## src/rtl/gce_pkg.sv

```systemverilog
package gce_pkg;

    localparam int CMD_W   = 52;
    localparam int OP_W    = 3;
    localparam int REG_W   = 5;
    localparam int AUX_W   = 44;
    localparam int LINES   = 1 << REG_W;
    localparam int SCAT_N  = 8;
    localparam int SEL_LO  = 9;    // lowest auxiliary bit of selector for value bit 1

    typedef enum logic [OP_W-1:0] {
        OP_HOLD      = 3'b000,
        OP_WAIT_HOLD = 3'b001,
        OP_SCATTER   = 3'b011,
        OP_SAMPLE    = 3'b100,
        OP_WAIT_SCAT = 3'b111
    } op_e;

    typedef enum logic [1:0] {
        PH_IDLE,
        PH_PRE,
        PH_ACT
    } phase_e;

    typedef struct packed {
        logic [OP_W-1:0]  op;
        logic [REG_W-1:0] prim;
        logic [AUX_W-1:0] aux;
    } cmd_t;

    typedef struct packed {
        logic             ok;      // recognised opcode
        logic             pre;     // one-second pre-wait first
        logic             rd;      // sampling command
        logic [REG_W-1:0] line;    // line for single-bit commands
        logic [AUX_W-1:0] len;     // active phase length in cycles (>= 1)
        logic [LINES-1:0] pat;     // drive pattern during the active phase
    } plan_t;

    // Zero counts are treated as one cycle.
    function automatic logic [AUX_W-1:0] at_least_one(input logic [AUX_W-1:0] n);
        return (n == '0) ? AUX_W'(1) : n;
    endfunction

    function automatic logic [LINES-1:0] one_hot_line(input logic [REG_W-1:0] idx);
        logic [LINES-1:0] v;
        v = '0;
        v[idx] = 1'b1;
        return v;
    endfunction

endpackage

```

## src/rtl/gce_decoder.sv

```systemverilog
module gce_decoder
    import gce_pkg::*;
#(
    parameter int unsigned ONE_SEC_CYC = 50_000_000
) (
    input  cmd_t  cmd,
    output plan_t plan
);

    localparam logic [AUX_W-1:0] SEC_LEN = AUX_W'(ONE_SEC_CYC);

    logic [REG_W-1:0] sel  [SCAT_N];
    logic [LINES-1:0] part [SCAT_N];
    logic [LINES-1:0] scat_pat;
    logic [SCAT_N-1:0] value;

    assign value = cmd.aux[SCAT_N-1:0];
    assign sel[0] = cmd.prim;

    genvar gi;
    generate
        for (gi = 1; gi < SCAT_N; gi++) begin : g_sel
            assign sel[gi] = cmd.aux[SEL_LO + REG_W*(gi-1) +: REG_W];
        end
        for (gi = 0; gi < SCAT_N; gi++) begin : g_part
            assign part[gi] = value[gi] ? one_hot_line(sel[gi]) : '0;
        end
    endgenerate

    always_comb begin
        scat_pat = '0;
        for (int i = 0; i < SCAT_N; i++) begin
            scat_pat = scat_pat | part[i];
        end
    end

    always_comb begin
        plan      = '0;
        plan.line = cmd.prim;
        unique case (cmd.op)
            OP_HOLD: begin
                plan.ok  = 1'b1;
                plan.len = at_least_one(cmd.aux);
                plan.pat = one_hot_line(cmd.prim);
            end
            OP_WAIT_HOLD: begin
                plan.ok  = 1'b1;
                plan.pre = 1'b1;
                plan.len = at_least_one(cmd.aux);
                plan.pat = one_hot_line(cmd.prim);
            end
            OP_SAMPLE: begin
                plan.ok  = 1'b1;
                plan.rd  = 1'b1;
                plan.len = at_least_one(cmd.aux);
            end
            OP_SCATTER: begin
                plan.ok  = 1'b1;
                plan.len = AUX_W'(1);
                plan.pat = scat_pat;
            end
            OP_WAIT_SCAT: begin
                plan.ok  = 1'b1;
                plan.pre = 1'b1;
                plan.len = SEC_LEN;
                plan.pat = scat_pat;
            end
            default: plan = '0;
        endcase
    end

    always_comb begin
        AST_LEN_NONZERO: assert (!plan.ok || plan.len != '0);
        AST_READ_NO_DRIVE: assert (!plan.rd || plan.pat == '0);
    end

endmodule

```

## src/rtl/gce_sequencer.sv

```systemverilog
module gce_sequencer
    import gce_pkg::*;
#(
    parameter int unsigned ONE_SEC_CYC = 50_000_000
) (
    input  logic             clk,
    input  logic             rst,
    input  logic             cmd_valid,
    input  plan_t            plan,
    output logic             busy,
    output logic [LINES-1:0] drive,
    output logic             sample_now,
    output logic [REG_W-1:0] sample_line
);

    localparam logic [AUX_W-1:0] SEC_LEN = AUX_W'(ONE_SEC_CYC);

    phase_e           phase_q;
    logic [AUX_W-1:0] cnt_q;
    logic [AUX_W-1:0] len_q;
    logic [LINES-1:0] pat_q;
    logic [LINES-1:0] drive_q;
    logic             rd_q;
    logic [REG_W-1:0] line_q;
    logic             accept;
    logic             last;

    assign accept = cmd_valid && plan.ok && (phase_q == PH_IDLE);
    assign last   = (cnt_q == AUX_W'(1));

    always_ff @(posedge clk) begin
        if (rst) begin
            phase_q <= PH_IDLE;
            cnt_q   <= '0;
            len_q   <= '0;
            pat_q   <= '0;
            drive_q <= '0;
            rd_q    <= 1'b0;
            line_q  <= '0;
        end else begin
            unique case (phase_q)
                PH_IDLE: begin
                    if (accept) begin
                        len_q  <= plan.len;
                        pat_q  <= plan.pat;
                        rd_q   <= plan.rd;
                        line_q <= plan.line;
                        if (plan.pre) begin
                            phase_q <= PH_PRE;
                            cnt_q   <= SEC_LEN;
                        end else begin
                            phase_q <= PH_ACT;
                            cnt_q   <= plan.len;
                            drive_q <= plan.pat;
                        end
                    end
                end
                PH_PRE: begin
                    if (last) begin
                        phase_q <= PH_ACT;
                        cnt_q   <= len_q;
                        drive_q <= pat_q;
                    end else begin
                        cnt_q <= cnt_q - AUX_W'(1);
                    end
                end
                PH_ACT: begin
                    if (last) begin
                        phase_q <= PH_IDLE;
                        cnt_q   <= '0;
                        drive_q <= '0;
                    end else begin
                        cnt_q <= cnt_q - AUX_W'(1);
                    end
                end
                default: phase_q <= PH_IDLE;
            endcase
        end
    end

    assign busy        = (phase_q != PH_IDLE);
    assign drive       = drive_q;
    assign sample_now  = (phase_q == PH_ACT) && last && rd_q;
    assign sample_line = line_q;

    AST_ACCEPT_BUSY: assert property (@(posedge clk) disable iff (rst)
        accept |=> busy);
    AST_IDLE_QUIET: assert property (@(posedge clk) disable iff (rst)
        !busy |-> drive == '0);
    AST_PRE_QUIET: assert property (@(posedge clk) disable iff (rst)
        phase_q == PH_PRE |-> drive == '0);
    AST_HOLD_STABLE: assert property (@(posedge clk) disable iff (rst)
        (phase_q == PH_ACT && $past(phase_q) == PH_ACT) |-> $stable(drive));
    AST_COUNT_DOWN: assert property (@(posedge clk) disable iff (rst)
        (busy && !last) |=> cnt_q == $past(cnt_q) - AUX_W'(1));
    AST_BAD_OP_IDLE: assert property (@(posedge clk) disable iff (rst)
        (!busy && cmd_valid && !plan.ok) |=> !busy);
    AST_CNT_LIVE: assert property (@(posedge clk) disable iff (rst)
        busy |-> cnt_q != '0);

endmodule

```

## src/rtl/gce_readback.sv

```systemverilog
module gce_readback
    import gce_pkg::*;
(
    input  logic             clk,
    input  logic             rst,
    input  logic             sample_now,
    input  logic [REG_W-1:0] sample_line,
    input  logic [LINES-1:0] gpio_in,
    output logic             rd_valid,
    output logic             rd_bit
);

    always_ff @(posedge clk) begin
        if (rst) begin
            rd_valid <= 1'b0;
            rd_bit   <= 1'b0;
        end else begin
            rd_valid <= sample_now;
            if (sample_now) begin
                rd_bit <= gpio_in[sample_line];
            end
        end
    end

    AST_RD_SINGLE: assert property (@(posedge clk) disable iff (rst)
        rd_valid |=> !rd_valid);
    AST_RD_VALUE: assert property (@(posedge clk) disable iff (rst)
        rd_valid |-> rd_bit == $past(gpio_in[sample_line]));

endmodule

```

## src/rtl/gce_top.sv

```systemverilog
module gce_top
    import gce_pkg::*;
#(
    parameter int unsigned ONE_SEC_CYC = 50_000_000
) (
    input  logic        clk,
    input  logic        rst,
    input  logic        cmd_valid,
    input  logic [51:0] cmd_word,
    input  logic [31:0] gpio_in,
    output logic [31:0] gpio_out,
    output logic        busy,
    output logic        rd_valid,
    output logic        rd_bit
);

    cmd_t             cmd;
    plan_t            plan;
    logic             sample_now;
    logic [REG_W-1:0] sample_line;

    assign cmd = cmd_t'(cmd_word);

    gce_decoder #(.ONE_SEC_CYC(ONE_SEC_CYC)) u_dec (
        .cmd  (cmd),
        .plan (plan)
    );

    gce_sequencer #(.ONE_SEC_CYC(ONE_SEC_CYC)) u_seq (
        .clk         (clk),
        .rst         (rst),
        .cmd_valid   (cmd_valid),
        .plan        (plan),
        .busy        (busy),
        .drive       (gpio_out),
        .sample_now  (sample_now),
        .sample_line (sample_line)
    );

    gce_readback u_rb (
        .clk         (clk),
        .rst         (rst),
        .sample_now  (sample_now),
        .sample_line (sample_line),
        .gpio_in     (gpio_in),
        .rd_valid    (rd_valid),
        .rd_bit      (rd_bit)
    );

    initial begin
        AST_SEC_POSITIVE: assert (ONE_SEC_CYC >= 1);
    end

    AST_RD_AFTER_BUSY: assert property (@(posedge clk) disable iff (rst)
        rd_valid |-> !busy);

endmodule

```

## config.mk

```make
export PLATFORM = sky130hd
export DESIGN_NAME = gce_top
export DESIGN_NICKNAME = d
export VERILOG_FILES = /design/src/rtl/gce_pkg.sv /design/src/rtl/gce_decoder.sv /design/src/rtl/gce_sequencer.sv /design/src/rtl/gce_readback.sv /design/src/rtl/gce_top.sv
export SDC_FILE = /design/constraint.sdc
export NUM_CORES = 1
export LEC_CHECK = 0
export ABC_AREA = 1
export BUFFER_PORTS_ARGS = -buffer_cell sky130_fd_sc_hd__buf_4
export CORE_MARGIN = 5
export CORE_UTILIZATION = 50
export CTS_CLUSTER_SIZE = 14
export DETAILED_ROUTE_END_ITERATION = 7
export HOLD_SLACK_MARGIN = 0.05
export PLACE_DENSITY = 0.69
export SLEW_MARGIN = 20
export SYNTH_ARGS = -nofsm -noshare
export SYNTH_HDL_FRONTEND = slang
export SYNTH_SLANG_ARGS = --single-unit
```

## constraint.sdc

```tcl
create_clock -name clk -period 4.47 [get_ports clk]
set_input_delay 0.2235 -clock clk [delete_from_list [all_inputs] [get_ports clk]]
set_output_delay 0.2235 -clock clk [all_outputs]
set_load 0.005 [all_outputs]
```

==> flow_metrics.py <==
metrics = {
    "outcome": {
        "outcome": "finished, final reports clean",
    },
    "grt": {
        "grt_usage_pct": 33.8,
        "overflow": 0,
        "antenna_found_initial": 0,
        "first_global_vias": 13200,
        "grt_pass1_wl_mm": 71.8,
        "grt_max_degree": 98,
    },
    "hold_path": {
        "hold_path_class": "input pin to register",
        "hold_end": "u_seq.len_q[8]",
        "hold_depth": 3,
        "worstHoldStart": "cmd_word[8]",
    },
    "cells_and_area": {
        "multi_input_area_um2": 7440,
        "ff_latch_area_um2": 3240,
        "syn_to_final_growth_pct": 13.2,
        "diodes": 0,
        "fill_cells": 2458,
        "design_area_um2": 13500,
        "utilization_pct": 57.4,
        "final_nets": 2270,
        "drive_above_1_share_pct": 8.86,
        "stdcell_count": 2509,
    },
    "setup_path": {
        "worstPathArrival_ns": 3.31,
        "crit_path_start_kind": "register",
        "required_ns": 4.79,
        "endpoint_kind": "register",
        "crit_start": "u_seq.cnt_q[1]",
        "critical_path.max_fanout": 21,
        "reg2reg_depth": 13,
        "worstSetupPathType": "register to register",
        "r2r-end": "u_seq.cnt_q[26]",
        "r2r_slack_ns": 1.48,
        "timing.rr.start": "u_seq.cnt_q[1]",
    },
    "clock_tree": {
        "hold_buffers": 0,
        "insertion_delay_ns": 0.44,
        "clk_pin_slew_ns": 0.08,
        "cts_resized": 0,
        "cts_tree": "done",
        "htree_num_levels": 4,
        "root_buffer": "clkbuf_16",
        "cts_sinks": 162,
        "clk_path_buf_depth": 2,
        "cts_setup_buffers": 0,
        "cts-buffers-inserted": 17,
    },
    "logic_synthesis": {
        "synth_top_family_by_area": "simple AND/OR/NAND/NOR gates",
        "avgSynthCellArea_um2": 5.57,
        "synth_fa_ha_area_share_pct": 0.632,
        "synth_top_area_share_pct": 27.3,
        "syn_inst": 2133,
        "yosys.area_share.simple_pct": 42.8,
        "synth_cell_types": 37,
        "muxShareOfSynthArea_pct": 0,
        "yosysTopAreaCell": "dfxtp_1",
        "ys_ff_latch": 162,
        "yosysWarnings": 0,
        "synth_area_leaders": "dfxtp_1 (27%), nand2_1 (19%), nor2_1 (13%), inv_1 (6.6%), nand3_1 (6.5%)",
        "syn_nets": 2226,
        "syn_area_um2": 11900,
        "synth-compound-area-share_pct": 17.5,
        "ys_seq_area_share_pct": 27.3,
        "synth_xor_area_share_pct": 1.47,
    },
    "placement": {
        "hpwl_mm": 34.0,
        "dp_worst_setup_slack_ns": 1.60,
        "portBuffers": 121,
        "dpl_cell_area_um2": 12900,
        "place_inst": 2477,
        "finalWeightedCongestion": 0.994,
    },
    "sta": {
        "slew-limit-headroom_pct": 21.0,
        "timing.final.crit_share_pct": 66.9,
        "fin_crit_ns": 2.99,
        "worst_slack_ns": 1.48,
        "slew_violations": 0,
        "whs_ns": 0.0765,
        "max_freq_ghz": 0.334,
        "finalSetupTns_ns": 0,
        "finClkSkew_ns": 0.0161,
        "hold_violations": 0,
        "worst_pin_slew_ns": 1.18,
        "finalSetupViolCount": 0,
        "rsz0062_at_grt": "false",
    },
    "power": {
        "power_density_nw_per_um2": 556,
        "ir_worst_vdd_v": 0.000303,
        "power.total_mw": 7.48,
        "leakagePower_nw": 6.71,
    },
    "floorplanning": {
        "initial_core_util_pct": 50.6,
        "die_area_um2": 27000,
        "core-area_um2": 23500,
        "die_w_um": 164,
        "rows": 56,
        "boundaryPins": 122,
        "die_h_um": 164,
    },
    "route": {
        "drtAntennaViolNets": 0,
        "avgViaCountPerCell": 5.68,
        "num_vias": 14200,
        "wl_per_cell_um": 18.4,
        "drt-pass1-iter-count": 7,
        "wl_mm": 46.2,
        "route.detailed.drc": 0,
        "first_iter_violations": 1845,
    },
    "run": {
        "maxCapViolCount": 0,
    },
}
-- layout make-up --
type                            instances  share of cell area, %
Clock buffer                           17                   3.16
Clock inverter                         15                   1.24
Inverter                              211                   5.89
Multi-Input combinational cell       1654                   55.3
Sequential cell                       162                   24.1
Tap cell                              319                   2.96
Timing Repair Buffer                  131                   7.40
-- metal layers --
| metal | global-route usage [%] | vias up | share of wire, % |
|---|---|---|---|
| met2 | 54.9 | 757 | 46 |
| met1 | 44.1 | 6414 | 41 |
| met5 | 0 | - | 0 |
| li1 | - | 6933 | - |
| met4 | 14.4 | 0 | 4.3 |
| met3 | 5.85 | 135 | 9.1 |
-- sequential cells by signal (all words and copies together) (netlist names) --
name,cells
u_rb.rd_bit,1
u_rb.rd_valid,1
u_seq.phase_q,2
u_seq.sample_line,5
u_seq.drive,32
u_seq.len_q,44
u_seq.pat_q,32
u_seq.rd_q,1
u_seq.cnt_q,44
-- cell usage after synthesis --
cell type / number
xnor2_1: 7
nand3_1: 154
clkbuf_1: 80
nor3_2: 1
or2_2: 11
inv_2: 1
nand2_4: 1
nand4_1: 17
nor3_1: 51
buf_6: 3
o21ai_1: 11
o21bai_1: 30
nor2_4: 2
nand3b_1: 6
a21oi_1: 126
nor4_1: 1
nand2_1: 588
ha_1: 6
buf_4: 1
nor2_2: 4
a31oi_1: 20
buf_1: 10
a21oi_2: 1
a211oi_1: 2
nor2_1: 407
o211ai_1: 7
nand3b_2: 1
o22ai_1: 29
o21a_1: 1
inv_1: 210
dfxtp_1: 162
xor2_1: 13
nor3b_1: 1
o221ai_1: 1
o21ai_0: 153
nand2_2: 2
buf_2: 12
-- critical path, cell delays in order (launching register included) --
cell and delay [ns]:
dfxtp_1 0.31, inv_1 0.09, ha_1 0.19, nor3b_1 0.49
nand3b_2 0.14, nor2_1 0.12, nand2_1 0.06, buf_4 0.22
nand2_2 0.25, nand2_1 0.26, nand2_1 0.46, nor2_1 0.10
nor2_1 0.12, nor2_1 0.05
-- cell usage in the layout, fill, tap and decap left out, types with 2 or more instances in the layout --
cell,instances
a21oi_2,2
o21ai_0,153
inv_1,207
or2_2,11
o22ai_1,29
inv_2,3
inv_6,5
a21oi_1,125
nand3b_1,6
nand2_1,587
nor3_1,51
o21bai_1,30
nor2_4,3
o211ai_1,7
a211oi_1,2
nor2_1,406
nand3_1,154
nor2_2,4
clkinv_2,2
dfxtp_1,162
clkinv_8,4
o21ai_1,10
xor2_1,13
buf_4,130
clkbuf_16,17
ha_1,6
nand2_2,3
inv_8,4
nand4_1,17
a31oi_1,20
xnor2_1,7
-- how the worst max path moves through the flow --
stage	end	slack, ns	depth (start not counted)
floorplan	u_seq.drive[30]	2.58	11
global placement	u_seq.cnt_q[26]	1.63	13
detailed placement	u_seq.cnt_q[26]	1.60	13
CTS	u_seq.cnt_q[26]	1.57	13
global route	u_seq.drive[30]	1.31	14
finish	u_seq.cnt_q[26]	1.48	13
-- where the power goes --
group          internal [mW]  switching (mW)  total [mW]
logic                   1.24            2.57        3.81
clock network          0.754           0.731        1.48
registers               1.85           0.344        2.19
-- cells by family (layout without fill, tap and decap cells) --
kind of cell / Yosys count / count (layout)
compound gates: 381 / 381
xor+xnor: 20 / 20
fa+ha+maj: 6 / 6
buf+inv: 317 / 374
flops: 162 / 162
simple gates: 1247 / 1247
No activity file was read; power rests on OpenSTA's default activity.
